$ cat config.mk
export PLATFORM = sky130hd
export DESIGN_NAME = serial_irq_node
export DESIGN_NICKNAME = d
export VERILOG_FILES = /design/src/rtl/sirq_pkg.sv /design/src/rtl/sirq_datapath.sv /design/src/rtl/sirq_control.sv /design/src/rtl/serial_irq_node.sv
export SDC_FILE = /design/constraint.sdc
export NUM_CORES = 1
export LEC_CHECK = 0
export BUFFER_PORTS_ARGS = -buffer_cell sky130_fd_sc_hd__buf_2
export CAP_MARGIN = 5
export CORE_AREA = 8 8 45 47
export DETAILED_ROUTE_END_ITERATION = 8
export DIE_AREA = 0 0 53 55
export GPL_ROUTABILITY_DRIVEN = 0
export PLACE_DENSITY = 0.37
export SYNTH_ARGS = -nofsm -noshare
export SYNTH_HDL_FRONTEND = slang
export SYNTH_HIERARCHICAL = 1
export SYNTH_SLANG_ARGS = --single-unit
$ cat constraint.sdc
create_clock -name clk -period 2 [get_ports clk]
set_input_delay 0.3 -clock clk [delete_from_list [all_inputs] [get_ports clk]]
set_output_delay 0.3 -clock clk [all_outputs]
set_load 0.01 [all_outputs]
$ cat src/rtl/sirq_pkg.sv
package sirq_pkg;
  localparam int FLAG_COUNT = 2;
  localparam int RX_IDX = 0;
  localparam int TX_IDX = 1;

  typedef struct packed {
    logic dispatch;
    logic relatch;
  } sirqStrobe_t;
endpackage

$ cat src/rtl/sirq_datapath.sv
module sirq_datapath
  import sirq_pkg::*;
#(
  parameter int NFLAG = FLAG_COUNT
) (
  input  logic             clk,
  input  logic             rstN,
  input  logic [NFLAG-1:0] hwSet,
  input  logic [NFLAG-1:0] swClr,
  input  sirqStrobe_t      strobes,
  output logic [NFLAG-1:0] flags,
  output logic             pending,
  output logic             anyFlag
);
  logic prevAny;
  logic anyRise;

  // One flag per completion source; a hardware set wins over a clear.
  for (genvar i = 0; i < NFLAG; i++) begin : g_flag
    always_ff @(posedge clk or negedge rstN) begin
      if (!rstN) flags[i] <= 1'b0;
      else       flags[i] <= hwSet[i] | (flags[i] & ~swClr[i]);
    end
  end

  assign anyFlag = |flags;
  assign anyRise = anyFlag & ~prevAny;

  always_ff @(posedge clk or negedge rstN) begin
    if (!rstN) begin
      prevAny <= 1'b0;
      pending <= 1'b0;
    end else begin
      prevAny <= anyFlag;
      pending <= (pending & ~strobes.dispatch) | anyRise | strobes.relatch;
    end
  end
endmodule

$ cat src/rtl/sirq_control.sv
module sirq_control
  import sirq_pkg::*;
(
  input  logic        clk,
  input  logic        rstN,
  input  logic        pending,
  input  logic        anyFlag,
  input  logic        nodeEn,
  input  logic        globalEn,
  input  logic        reti,
  input  logic        fixMode,
  output sirqStrobe_t strobes,
  output logic        inService,
  output logic        irqReq
);
  logic retire;

  assign strobes.dispatch = pending & nodeEn & globalEn & ~inService;
  assign retire           = reti & inService;
  assign strobes.relatch  = retire & fixMode & anyFlag;
  assign irqReq           = strobes.dispatch;

  always_ff @(posedge clk or negedge rstN) begin
    if (!rstN)                 inService <= 1'b0;
    else if (strobes.dispatch) inService <= 1'b1;
    else if (retire)           inService <= 1'b0;
  end
endmodule

$ cat src/rtl/serial_irq_node.sv
module serial_irq_node
  import sirq_pkg::*;
(
  input  logic clk,
  input  logic rstN,
  input  logic rxDone,
  input  logic txDone,
  input  logic rxClr,
  input  logic txClr,
  input  logic nodeEn,
  input  logic globalEn,
  input  logic reti,
  input  logic fixMode,
  output logic rxFlag,
  output logic txFlag,
  output logic irqPending,
  output logic inService,
  output logic irqReq
);
  logic [FLAG_COUNT-1:0] hwSet, swClr, flags;
  logic                  anyFlag;
  sirqStrobe_t           strobes;

  always_comb begin
    hwSet = '0;
    swClr = '0;
    hwSet[RX_IDX] = rxDone;
    hwSet[TX_IDX] = txDone;
    swClr[RX_IDX] = rxClr;
    swClr[TX_IDX] = txClr;
  end

  sirq_datapath #(.NFLAG(FLAG_COUNT)) u_dp (
    .clk(clk), .rstN(rstN), .hwSet(hwSet), .swClr(swClr),
    .strobes(strobes), .flags(flags), .pending(irqPending), .anyFlag(anyFlag)
  );

  sirq_control u_ctl (
    .clk(clk), .rstN(rstN), .pending(irqPending), .anyFlag(anyFlag),
    .nodeEn(nodeEn), .globalEn(globalEn), .reti(reti), .fixMode(fixMode),
    .strobes(strobes), .inService(inService), .irqReq(irqReq)
  );

  assign rxFlag = flags[RX_IDX];
  assign txFlag = flags[TX_IDX];
endmodule

# After elaboration in Yosys (flattened, before gate mapping)

Cells that the tools add are included.

Register bits after elaboration: 5

Mux-type cells: 2
Bitwise logic cells: 19
Reduce and logical (&&, ||, !) cells: 2

Operators by type and width:

| cell               | number |
|---|---|
| bitwise AND 1 bit  | 10 |
| inverter 1 bit     | 5 |
| OR 1 bit           | 4 |
| two-way mux 1 bit  | 2 |
| nonzero test 2 bit | 1 |
| OR reduction 2 bit | 1 |

# Longest topological paths before layout

Depth in word-level cells: 7
Gate-level depth with buffers: 5
Gate-level depth less buffers: 4

# By module

The synthesis kept the hierarchy.

By module, submodules not included:

| module        | instances | cells each | area an instance (µm²) |
|---|---|---|---|
| sirq_datapath | 1         | 12         | 150.1 |
| sirq_control  | 1         | 6          | 60.1 |

# Worst setup path after synthesis

No wires, ideal clock.

Kind: flip-flop to flip-flop
Start point: register u_dp.pending
End point: register u_dp.pending
Arrival time: 1.186 ns
Slack: 0.688 ns
Cell stages (with the launch flop): 6
Period minus slack after synthesis: 1.312 ns
Cells stage by stage: dfrtp_1 -> nand3_1 -> nor2_1 -> buf_4 -> inv_1 -> a221o_1

Word-level cells in the longest chain between the ends: 7

RTL lines:

| what                            | line                  | text |
|---|---|---|
| start, declared                 | sirq_datapath.sv:12   | `output logic pending,` |
| start signal, assigned          | sirq_datapath.sv:35   | `pending <= (pending & ~strobes.dispatch) \| anyRise \| strobes.relatch;` |
| bitwise AND 1 bit (3 in series) | sirq_control.sv:18    | `assign strobes.dispatch = pending & nodeEn & globalEn & ~inService;` |
| net irqReq                      | serial_irq_node.sv:18 | `output logic irqReq` |
| inverter 1 bit                  | sirq_datapath.sv:35   |  |
| bitwise AND 1 bit               | sirq_datapath.sv:35   |  |
| OR 1 bit (2 in series)          | sirq_datapath.sv:35   |  |

The timed path passes the listed nets, and every way through them passes these cells.
A chain may end at the register's enable or synchronous reset.

# Final worst setup path

Start point: register u_dp.pending
End point: output port irqReq

Word-level cells in the longest chain between the ends: 3

RTL lines:

| what                            | line |
|---|---|
| bitwise AND 1 bit (3 in series) | sirq_control.sv:18 |
| end, declared                   | serial_irq_node.sv:18 |

No other way between the ends.

==> impl_metrics.tcl <==
set metrics [dict create \
    status "complete, no violations" \
    yosysSeqAreaShare_pct 59.5 \
    post-place-ws_ns 0.785 \
    clock_tree.root_cell "clkbuf_4" \
    placed_cell_area_um2 293 \
    path_class "reg -> out" \
    fin_util_pct 23.8 \
    worst_slack_ns 0.719 \
    synth_cells 18 \
    ff2ff_path_depth 3 \
    grt_pass1_wl_um 841 \
    clk_pin_slew_ns 0.04 \
    swShare_pct 27.4 \
    netlist-cell-type-count 11 \
    synth_top_cell_by_area "dfrtp_1" \
    grt_overflow 0 \
    cp.required_ns 1.70 \
    slew_headroom_pct 92.1 \
    drt_wl_total_um 557 \
    finalCriticalPeriod_ns 1.28 \
    pwr-share-comb_pct 22.5 \
    syn2layout_area_growth_pct 56.5 \
    drv_slew 0 \
    syn_area_per_cell_um2 11.7 \
    hpwl_um 489 \
    rsz0062_at_grt "no" \
    instances_no_fill 52 \
    p_sw_mw 0.0887 \
    skew_ns 0.000510 \
    r2r-start "u_dp/flags[0]$_DFF_PN0_" \
    grt_usage_pct 4.22 \
    antenna_found_initial 0 \
    start_util_pct 15.2 \
    yosys_warnings 6 \
    rows 14 \
    cts_tree "built" \
    seq_power_share_pct 42.0 \
    cts.repair.resized 0 \
    whs_path_depth 2 \
    p_clk_share_pct 35.5 \
    cts.sinks 5 \
    drv_cap 0 \
    dp.cells 47 \
    drc 0 \
    internal_power_mw 0.236 \
    final_cell_area_um2 329 \
    peakVddDrop_v 0.000394 \
    whs_ns 0.246 \
    drt_pass1_iterations 1 \
    ys_ff_latch 5 \
    first_global_vias 174 \
    post_drt_wl_per_cell_um 10.7 \
    multiInputGateArea_um2 62.6 \
    holdCritPathClass "in -> reg" \
    vias 196 \
    worst_pin_slew_ns 0.115 \
    fmax_mhz 781 \
    grt_max_degree 6 \
    synthTopCellsByArea "dfrtp_1, inv_1, a221o_1" \
    power_density_nw_per_um2 985 \
    end_kind "output pin" \
    final_hold_viol_count 0 \
    die_w_um 53 \
    netlist_area_um2 210 \
    cts_max_level 1 \
    fillers 153 \
    first_iter_violations 0 \
    die-height_um 55 \
    period_share_pct 64.0 \
    drive_gt1_share_pct 52.8 \
    cts_buffers 3 \
    ant_nets 0 \
    portBuffers 14 \
    pin_count 15 \
    arrival_ns 0.98 \
    fp.coreArea_um2 1380 \
    synth_top_area_share_pct 59.5 \
    path_max_fanout 3 \
    dieArea_um2 2920 \
    clock_path_buffers 2 \
    nNetsFinal 47 \
    hp-start "rxDone" \
    routed_via_density 3.77 \
    num_antenna_cells 0 \
    seqCellArea_um2 125 \
    synth_nets 28 \
    finalSetupTns_ns 0 \
    setup_violations 0 \
    power.leakage_nw 0.179 \
    clk_latency_ns 0.24 \
    critPathLaunch "u_dp/pending$_DFF_PN0_" \
    startpoint_type "flop" \
    power_mw 0.324 \
]
## cell usage after synthesis
cell type and count:
a21o_1 1, a21o_2 1, a221o_1 1, and4_1 1, buf_4 1, dfrtp_1 5, inv_1 4, mux2i_1 1
nand3_1 1, nor2_1 1, or2_4 1
## layer usage
metal	share of wire [%]	vias to the layer above	GRT usage (%)
met5	0	-	0
met4	0	0	0
met3	20	0	5.88
met2	30	15	4.30
met1	50	85	5.07
li1	-	96	-
## critical path, cell delays in order (launching register included)
cell and delay (ns):
dfrtp_1 0.36, nand3_1 0.10, nor2_1 0.13, buf_2 0.15
## placed cells by master (no fill, tap or decap)
master / Yosys / final
a221o_1: 1 / 1
dlygate4sd3_1: 0 / 1
nand3_1: 1 / 1
nor2_1: 1 / 1
a21o_1: 1 / 1
dfrtp_1: 5 / 5
mux2i_1: 1 / 1
or2_4: 1 / 1
buf_2: 0 / 14
a21o_2: 1 / 1
clkbuf_4: 0 / 3
clkbuf_1: 0 / 1
and4_1: 1 / 1
inv_1: 4 / 4
## power groups by stage
stage          sequential (mW)  combinational (mW)  clock (mW)
5_1_grt                  0.139              0.0789       0.130
3_3_place_gp             0.136              0.0728           0
6_report                 0.136              0.0729       0.115
4_1_cts                  0.137              0.0749       0.122
3_5_place_dp             0.139              0.0733           0
2_1_floorplan            0.145              0.0314           0
## registers in the layout, indices dropped and copies added, names as in the netlist
signal / flops
u_dp/flags: 2
u_ctl/inService: 1
u_dp/pending: 1
u_dp/prevAny: 1
## area by class of cell
class / count / share of cell area [%]
tap: 16 / 6.08
sequential: 5 / 38.0
clock buffer: 4 / 7.98
multi-input combinational: 8 / 19.0
timing repair buffer: 15 / 24.3
inverter: 4 / 4.56
## what timing repair did
action / 4_1_cts / 5_1_grt
setup buffers: 0 / 0
hold endpoints to repair: 5 / 0
hold buffers: 1 / 0
setup endpoints to repair: 0 / 0
## cell families (layout without fill, tap and decap cells)
| logic type | Yosys count | in the layout | synth area share (%) |
|---|---|---|---|
| flops | 5 | 5 | 59.5 |
| mux | 1 | 1 | 4.76 |
| compound gates | 3 | 3 | 12.5 |
| simple gates | 4 | 4 | 12.5 |
| buf+inv | 5 | 23 | 10.7 |
## final timing paths
path | slack (ns) | to
max | 0.72 | irqReq
min | 0.25 | u_dp/flags[0]$_DFF_PN0_
max reg2reg | 0.79 | u_dp/pending$_DFF_PN0_
min reg2reg | 0.51 | u_dp/flags[0]$_DFF_PN0_
max in group asynchronous | 1.46 | u_ctl/inService$_DFFE_PN0P_
min in group asynchronous | 0.41 | u_dp/flags[0]$_DFF_PN0_
No activity file was read; power rests on OpenSTA's default activity.
